[src/rtl/fwd_pkg.sv]
package fwd_pkg;

    typedef enum logic [2:0] {
        CMD_IO_RD      = 3'd0,
        CMD_IO_WR      = 3'd1,
        CMD_MEM_RD     = 3'd2,
        CMD_MEM_WR     = 3'd3,
        CMD_MEM_RDLINE = 3'd4,
        CMD_MEM_RDMULT = 3'd5,
        CMD_RSVD6      = 3'd6,
        CMD_RSVD7      = 3'd7
    } fwd_cmd_e;

    typedef enum logic {
        ST_IDLE   = 1'b0,
        ST_RESULT = 1'b1
    } fwd_state_e;

    localparam logic [2:0] SEL_CTRL     = 3'd0;
    localparam logic [2:0] SEL_IO_BASE  = 3'd1;
    localparam logic [2:0] SEL_IO_LIMIT = 3'd2;
    localparam logic [2:0] SEL_NP_BASE  = 3'd3;
    localparam logic [2:0] SEL_NP_LIMIT = 3'd4;
    localparam logic [2:0] SEL_PF_BASE  = 3'd5;
    localparam logic [2:0] SEL_PF_LIMIT = 3'd6;

    localparam int CTRL_IO_EN     = 0;
    localparam int CTRL_MEM_EN    = 1;
    localparam int CTRL_MASTER_EN = 2;
    localparam int CTRL_ISA_EN    = 3;

    localparam int WIN_NP = 0;
    localparam int WIN_PF = 1;
    localparam int NUM_MEM_WIN = 2;

endpackage

[src/rtl/fwd_cfg_regs.sv]
module fwd_cfg_regs
    import fwd_pkg::*;
#(
    parameter int IO_FIELD_W  = 4,
    parameter int MEM_FIELD_W = 12
) (
    input  logic                                      clk,
    input  logic                                      rst_n,
    input  logic                                      we,
    input  logic [2:0]                                sel,
    input  logic [MEM_FIELD_W-1:0]                    wdata,
    output logic                                      io_en,
    output logic                                      mem_en,
    output logic                                      master_en,
    output logic                                      isa_en,
    output logic [IO_FIELD_W-1:0]                     io_base,
    output logic [IO_FIELD_W-1:0]                     io_limit,
    output logic [NUM_MEM_WIN-1:0][MEM_FIELD_W-1:0]   mem_base,
    output logic [NUM_MEM_WIN-1:0][MEM_FIELD_W-1:0]   mem_limit
);

    always_ff @(posedge clk or negedge rst_n) begin
        if (!rst_n) begin
            io_en     <= 1'b0;
            mem_en    <= 1'b0;
            master_en <= 1'b0;
            isa_en    <= 1'b0;
            io_base   <= '1;
            io_limit  <= '0;
            mem_base  <= '1;
            mem_limit <= '0;
        end else if (we) begin
            unique case (sel)
                SEL_CTRL: begin
                    io_en     <= wdata[CTRL_IO_EN];
                    mem_en    <= wdata[CTRL_MEM_EN];
                    master_en <= wdata[CTRL_MASTER_EN];
                    isa_en    <= wdata[CTRL_ISA_EN];
                end
                SEL_IO_BASE:  io_base  <= wdata[IO_FIELD_W-1:0];
                SEL_IO_LIMIT: io_limit <= wdata[IO_FIELD_W-1:0];
                SEL_NP_BASE:  mem_base[WIN_NP]  <= wdata;
                SEL_NP_LIMIT: mem_limit[WIN_NP] <= wdata;
                SEL_PF_BASE:  mem_base[WIN_PF]  <= wdata;
                SEL_PF_LIMIT: mem_limit[WIN_PF] <= wdata;
                default: ;
            endcase
        end
    end

endmodule

[src/rtl/fwd_window.sv]
module fwd_window #(
    parameter int FIELD_W = 12
) (
    input  logic               in_space,
    input  logic [FIELD_W-1:0] field,
    input  logic [FIELD_W-1:0] base,
    input  logic [FIELD_W-1:0] limit,
    output logic               hit
);

    logic above_base;
    logic below_limit;

    always_comb begin
        above_base  = (field >= base);
        below_limit = (field <= limit);
        hit         = in_space && above_base && below_limit;
    end

endmodule

[src/rtl/fwd_rule.sv]
module fwd_rule
    import fwd_pkg::*;
#(
    parameter int ADDR_W         = 32,
    parameter int MEM_GRAN_BITS  = 20,
    parameter int IO_GRAN_BITS   = 12,
    parameter int IO_SPACE_BITS  = 16,
    parameter int ISA_BLOCK_BITS = 10,
    localparam int MEM_FIELD_W   = ADDR_W - MEM_GRAN_BITS,
    localparam int IO_FIELD_W    = IO_SPACE_BITS - IO_GRAN_BITS
) (
    input  logic [ADDR_W-1:0]                         addr,
    input  fwd_cmd_e                                  cmd,
    input  logic                                      from_sec,
    input  logic                                      vga_hit,
    input  logic                                      io_en,
    input  logic                                      mem_en,
    input  logic                                      master_en,
    input  logic                                      isa_en,
    input  logic [IO_FIELD_W-1:0]                     io_base,
    input  logic [IO_FIELD_W-1:0]                     io_limit,
    input  logic [NUM_MEM_WIN-1:0][MEM_FIELD_W-1:0]   mem_base,
    input  logic [NUM_MEM_WIN-1:0][MEM_FIELD_W-1:0]   mem_limit,
    output logic                                      fwd,
    output logic                                      upstream,
    output logic                                      prefetch
);

    logic                   io_space;
    logic                   io_hit;
    logic [NUM_MEM_WIN-1:0] mem_hit;
    logic                   isa_hole;
    logic                   is_io;
    logic                   is_mem;
    logic                   is_rd;
    logic                   is_burst_rd;
    logic                   any_mem_hit;

    assign io_space = (addr[ADDR_W-1:IO_SPACE_BITS] == '0);

    fwd_window #(.FIELD_W(IO_FIELD_W)) u_io_win (
        .in_space (io_space),
        .field    (addr[IO_SPACE_BITS-1:IO_GRAN_BITS]),
        .base     (io_base),
        .limit    (io_limit),
        .hit      (io_hit)
    );

    for (genvar w = 0; w < NUM_MEM_WIN; w++) begin : g_mem_win
        fwd_window #(.FIELD_W(MEM_FIELD_W)) u_mem_win (
            .in_space (1'b1),
            .field    (addr[ADDR_W-1:MEM_GRAN_BITS]),
            .base     (mem_base[w]),
            .limit    (mem_limit[w]),
            .hit      (mem_hit[w])
        );
    end

    always_comb begin
        isa_hole    = isa_en && io_space &&
                      (addr[ISA_BLOCK_BITS-1:ISA_BLOCK_BITS-2] != 2'b00);
        any_mem_hit = |mem_hit;
        is_io       = 1'b0;
        is_mem      = 1'b0;
        is_rd       = 1'b0;
        is_burst_rd = 1'b0;
        unique case (cmd)
            CMD_IO_RD, CMD_IO_WR: is_io = 1'b1;
            CMD_MEM_RD: begin
                is_mem = 1'b1;
                is_rd  = 1'b1;
            end
            CMD_MEM_WR: is_mem = 1'b1;
            CMD_MEM_RDLINE, CMD_MEM_RDMULT: begin
                is_mem      = 1'b1;
                is_rd       = 1'b1;
                is_burst_rd = 1'b1;
            end
            default: ;
        endcase
    end

    always_comb begin
        fwd = 1'b0;
        if (is_io) begin
            if (from_sec) fwd = master_en && (isa_hole || !io_hit);
            else          fwd = io_en && io_hit && !isa_hole;
        end else if (is_mem) begin
            if (from_sec) fwd = master_en && !any_mem_hit && !vga_hit;
            else          fwd = mem_en && (any_mem_hit || vga_hit);
        end
        upstream = fwd && from_sec;
        prefetch = fwd && is_rd && (mem_hit[WIN_PF] || is_burst_rd);
    end

endmodule

[src/rtl/fwd_decoder.sv]
module fwd_decoder
    import fwd_pkg::*;
#(
    parameter int ADDR_W         = 32,
    parameter int MEM_GRAN_BITS  = 20,
    parameter int IO_GRAN_BITS   = 12,
    parameter int IO_SPACE_BITS  = 16,
    parameter int ISA_BLOCK_BITS = 10,
    localparam int MEM_FIELD_W   = ADDR_W - MEM_GRAN_BITS,
    localparam int IO_FIELD_W    = IO_SPACE_BITS - IO_GRAN_BITS
) (
    input  logic                   clk,
    input  logic                   rst_n,
    input  logic                   cfg_we,
    input  logic [2:0]             cfg_sel,
    input  logic [MEM_FIELD_W-1:0] cfg_wdata,
    input  logic                   req_valid,
    input  logic [ADDR_W-1:0]      req_addr,
    input  logic [2:0]             req_cmd,
    input  logic                   req_from_sec,
    input  logic                   req_vga_hit,
    output logic                   dec_valid,
    output logic                   dec_fwd,
    output logic                   dec_upstream,
    output logic                   dec_prefetch
);

    logic                                    io_en, mem_en, master_en, isa_en;
    logic [IO_FIELD_W-1:0]                   io_base, io_limit;
    logic [NUM_MEM_WIN-1:0][MEM_FIELD_W-1:0] mem_base, mem_limit;
    logic                                    rule_fwd, rule_up, rule_pf;
    fwd_state_e                              state_q, state_d;

    fwd_cfg_regs #(.IO_FIELD_W(IO_FIELD_W), .MEM_FIELD_W(MEM_FIELD_W)) u_regs (
        .clk       (clk),
        .rst_n     (rst_n),
        .we        (cfg_we),
        .sel       (cfg_sel),
        .wdata     (cfg_wdata),
        .io_en     (io_en),
        .mem_en    (mem_en),
        .master_en (master_en),
        .isa_en    (isa_en),
        .io_base   (io_base),
        .io_limit  (io_limit),
        .mem_base  (mem_base),
        .mem_limit (mem_limit)
    );

    fwd_rule #(
        .ADDR_W         (ADDR_W),
        .MEM_GRAN_BITS  (MEM_GRAN_BITS),
        .IO_GRAN_BITS   (IO_GRAN_BITS),
        .IO_SPACE_BITS  (IO_SPACE_BITS),
        .ISA_BLOCK_BITS (ISA_BLOCK_BITS)
    ) u_rule (
        .addr      (req_addr),
        .cmd       (fwd_cmd_e'(req_cmd)),
        .from_sec  (req_from_sec),
        .vga_hit   (req_vga_hit),
        .io_en     (io_en),
        .mem_en    (mem_en),
        .master_en (master_en),
        .isa_en    (isa_en),
        .io_base   (io_base),
        .io_limit  (io_limit),
        .mem_base  (mem_base),
        .mem_limit (mem_limit),
        .fwd       (rule_fwd),
        .upstream  (rule_up),
        .prefetch  (rule_pf)
    );

    // State register
    always_ff @(posedge clk or negedge rst_n) begin
        if (!rst_n) state_q <= ST_IDLE;
        else        state_q <= state_d;
    end

    always_comb begin
        state_d = state_q;
        unique case (state_q)
            ST_IDLE:   state_d = req_valid ? ST_RESULT : ST_IDLE;
            ST_RESULT: state_d = req_valid ? ST_RESULT : ST_IDLE;
            default:   state_d = ST_IDLE;
        endcase
    end

    // Output process: verdict captured with the request
    always_ff @(posedge clk or negedge rst_n) begin
        if (!rst_n) begin
            dec_fwd      <= 1'b0;
            dec_upstream <= 1'b0;
            dec_prefetch <= 1'b0;
        end else if (req_valid) begin
            dec_fwd      <= rule_fwd;
            dec_upstream <= rule_up;
            dec_prefetch <= rule_pf;
        end else begin
            dec_fwd      <= 1'b0;
            dec_upstream <= 1'b0;
            dec_prefetch <= 1'b0;
        end
    end

    assign dec_valid = (state_q == ST_RESULT);

    assert_valid_follows_req_R2: assert property (@(posedge clk) disable iff (!rst_n)
        req_valid |=> dec_valid);

    assert_valid_quiet_R2: assert property (@(posedge clk) disable iff (!rst_n)
        !req_valid |=> (!dec_valid && !dec_fwd && !dec_prefetch));

    // no upstream forward without master enable
    assert_up_needs_master_R5: assert property (@(posedge clk) disable iff (!rst_n)
        (dec_valid && dec_upstream) |-> $past(master_en));

    assert_down_mem_needs_enable_R7: assert property (@(posedge clk) disable iff (!rst_n)
        (dec_valid && dec_fwd && !dec_upstream && ($past(req_cmd) >= 3'd2)) |-> $past(mem_en));

    assert_prefetch_only_fwd_R10: assert property (@(posedge clk) disable iff (!rst_n)
        dec_prefetch |-> (dec_valid && dec_fwd));

    assert_upstream_from_sec_R11: assert property (@(posedge clk) disable iff (!rst_n)
        dec_upstream |-> (dec_fwd && $past(req_from_sec)));

    assert_reserved_ignored_R11: assert property (@(posedge clk) disable iff (!rst_n)
        (req_valid && req_cmd[2] && req_cmd[1]) |=> !dec_fwd);

endmodule

[config.mk]
export PLATFORM = sky130hd
export DESIGN_NAME = fwd_decoder
export DESIGN_NICKNAME = d
export VERILOG_FILES = /design/src/rtl/fwd_pkg.sv /design/src/rtl/fwd_cfg_regs.sv /design/src/rtl/fwd_window.sv /design/src/rtl/fwd_rule.sv /design/src/rtl/fwd_decoder.sv
export SDC_FILE = /design/constraint.sdc
export NUM_CORES = 1
export LEC_CHECK = 0
export CELL_PAD_IN_SITES_DETAIL_PLACEMENT = 1
export CELL_PAD_IN_SITES_GLOBAL_PLACEMENT = 1
export CORE_AREA = 2 2 102 104
export DETAILED_ROUTE_END_ITERATION = 12
export DIE_AREA = 0 0 104 106
export PLACE_DENSITY = 0.72
export SYNTH_ARGS = -nofsm -noshare
export SYNTH_HDL_FRONTEND = slang
export SYNTH_SLANG_ARGS = --single-unit
[constraint.sdc]
create_clock -name clk -period 6 [get_ports clk]
set_clock_uncertainty 0.15 [all_clocks]
set_input_delay 1.8 -clock clk [delete_from_list [all_inputs] [get_ports clk]]
set_output_delay 1.8 -clock clk [all_outputs]
set_load 0.01 [all_outputs]
==> reports/qor.yml <==
outcome:
  outcome: "complete, no violations"
power_and_ir_drop:
  ir_worst_vdd_mv: 0.0941
  p_per_area_nw_per_um2: 298
  finalPower_uw: 1410
  leakage_uw: 0.00215
detailed_routing:
  wl_met3_um: 211
  drc: 0
  drt_wl_total_um: 9690
  num_vias: 2925
  drt_pass1_iterations: 4
  wl_met1_um: 4200
  ant_nets: 0
  wl_per_cell_um: 17.2
  dr.first_iter.drc_count: 47
  viasPerCell: 5.19
  met2WireLength_um: 5070
  maxUsedRoutingLayer: "met4"
floorplan:
  core_um2: 10000
  dieArea_um2: 11000
  floorplan.io_pins: 60
  fp-row-count: 37
  die_h_um: 106
  fp.dieW_um: 104
  start_util_pct: 38.7
synth:
  syn_area_per_cell_um2: 10.6
  synth_area_leaders: "dfrtp_1 (23%), dfstp_2 (19%), ha_1 (18%), mux2_2 (13%), inv_1 (5.4%)"
  async_flop_share_pct: 100
  yosysSeqAreaShare_pct: 42.3
  synth_warnings: 0
  synth_edf_count: 0
  syn-cell-area_um2: 3870
  synth_cell_type_count: 41
  synth_top_area_share_pct: 23.3
  ys_ff_latch: 64
  ys.flop_type: "dfrtp_1"
  syn_inst: 366
  synth_top_cell_by_area: "dfrtp_1"
  syn-num-nets: 478
  yosys-top-cells-count: "ha_1 (56), inv_1 (56), mux2_2 (43)"
setup_path:
  critPathCaptureType: "register"
  worstPathMaxFanout: 5
  cpPeakStageDelay_ns: 0.66
  critPathArrivalTime_ns: 4.50
  path_class: "primary input to register"
  worstPathRequired_ns: 6.11
  crit_chain: "clkdlybuf4s50_1 -> ha_1 -> a211oi_1 -> o21ai_1 -> a21oi_1 -> o21ai_1 -> a21o_2 -> or4_4 -> a311oi_2"
  startpoint_type: "primary input"
  r2r_cells: 9
  crit_path_frequent_cell: "o21ai_1"
  cp_slowest_cell: "clkdlybuf4s50_1"
timing:
  setup_viol: 0
  period_share_pct: 73.1
  finalCriticalPeriod_ns: 4.39
  finalSetupTns_ns: 0
  fmax_mhz: 228
  finalWorstSetupSlack_ns: 1.61
  maxSlewViolCount: 0
  maxSlewHeadroom_pct: 37.5
  rsz0062_at_grt: "false"
  finalHoldViolCount: 0
  worstMarginPinSlew_ns: 0.932
min_path:
  hold_class: "register to register"
  holdPathStages: 1
clock_network:
  ctsHoldBuffers: 0
  cts_tree: "yes"
  cts-root-buf: "clkbuf_8"
  cts.sinks: 64
  cts-htree-levels: 3
  cts_resized: 0
  cts.path.max_buffers: 2
  post_cts_buffers: 0
  clk_pin_slew_ns: 0.07
  clkLatencyLatePin_ns: 0.35
  cts_buffers: 9
global_routing:
  grt_usage_pct: 19.1
  grt_first_pass_wirelength_um: 16400
  grt_pass1_vias: 3292
  grt_max_degree: 65
  grt-ovfl-total: 0
  antenna_found_initial: 0
cells_and_area:
  fin_nets: 535
  syn_to_final_growth_pct: 22.8
  drive_above_1_share_pct: 22.2
  diodes: 0
placed_design:
  port_buffers: 49
  place_ws_ns: 1.22
  hpwl_um: 7250
  gp_congestion: 0.756
flow_run:
  drv_cap: 0
[power by group]
group	internal [uW]	total [uW]	switching [uW]
sequential	550	587	37.3
combinational	195	402	207
clock	256	424	168
total	1000	1410	412
[logic make-up after synthesis]
kind of cell | count (synthesis) | synth area share (%)
AO/OA/AOI/OAI | 71 | 11.4
XOR/XNOR | 1 | 0.226
adder cells (fa/ha/maj) | 56 | 18.1
buffers and inverters | 61 | 5.92
flip-flops | 64 | 42.3
multiplexers | 44 | 12.8
AND/OR/NAND/NOR | 69 | 9.28
[flip-flops by register name (all words and copies together) (netlist names), 4 cells and up]
register	cells
u_regs.io_base	4
u_regs.io_limit	4
u_regs.mem_base	24
u_regs.mem_limit	24
[final timing paths]
path	from	to	slack [ns]
hold reg to reg	u_regs.io_en$_DFFE_PN0P_	u_regs.io_en$_DFFE_PN0P_	0.36
hold / removal	u_regs.io_en$_DFFE_PN0P_	u_regs.io_en$_DFFE_PN0P_	0.36
min in group asynchronous	rst_n	u_regs.mem_limit[22]$_DFFE_PN0P_	1.48
setup / recovery	req_addr[22]	dec_prefetch$_DFF_PN0_	1.61
setup reg to reg	u_regs.mem_base[19]$_DFFE_PN1P_	dec_prefetch$_DFF_PN0_	3.12
max in group asynchronous	rst_n	u_regs.mem_limit[4]$_DFFE_PN0P_	3.66
[cells in the final DEF (no fill, tap or decap), types with 17 or more instances in the layout]
master            n
dfrtp_1          36
o21ai_0          17
inv_1            56
ha_1             56
nand2_1          28
clkdlybuf4s50_1  48
dfstp_2          28
a21oi_1          18
mux2_2           43
[metal layers]
layer | vias up | track usage (%)
met5 | - | 0
met4 | 0 | 7.14
met3 | 17 | 3.07
met2 | 28 | 35.3
met1 | 1474 | 22.2
li1 | 1406 | -
[worst max-delay path: cells and delay by family]
kind            cells  cell delay, ns
compound gates      6            1.22
fa+ha+maj           1            0.31
buf+inv             1            0.66
simple gates        1            0.50
[final cells by class]
class / instances / area (um^2)
multi-input combinational: 241 / 2010
sequential: 64 / 1640
fill: 1143 / 5250
clock inverter: 3 / 65.1
timing repair buffer: 51 / 500
tap: 136 / 170
clock buffer: 13 / 159
inverter: 56 / 210
[metrics by stage]
step | std cells | util (%) | hold slack, ns | instance area (um^2)
detailed placement | 548 | 45.3 | 0.342 | 4530
finish | 564 | 47.5 | 0.357 | 4750
CTS | 564 | 47.5 | 0.362 | 4750
global placement | 548 | 45.3 | 0.337 | 4530
floorplan | 366 | - | 0.322 | 3870
global route | 564 | 47.5 | 0.376 | 4750
Power figures use the tool's default switching activity.
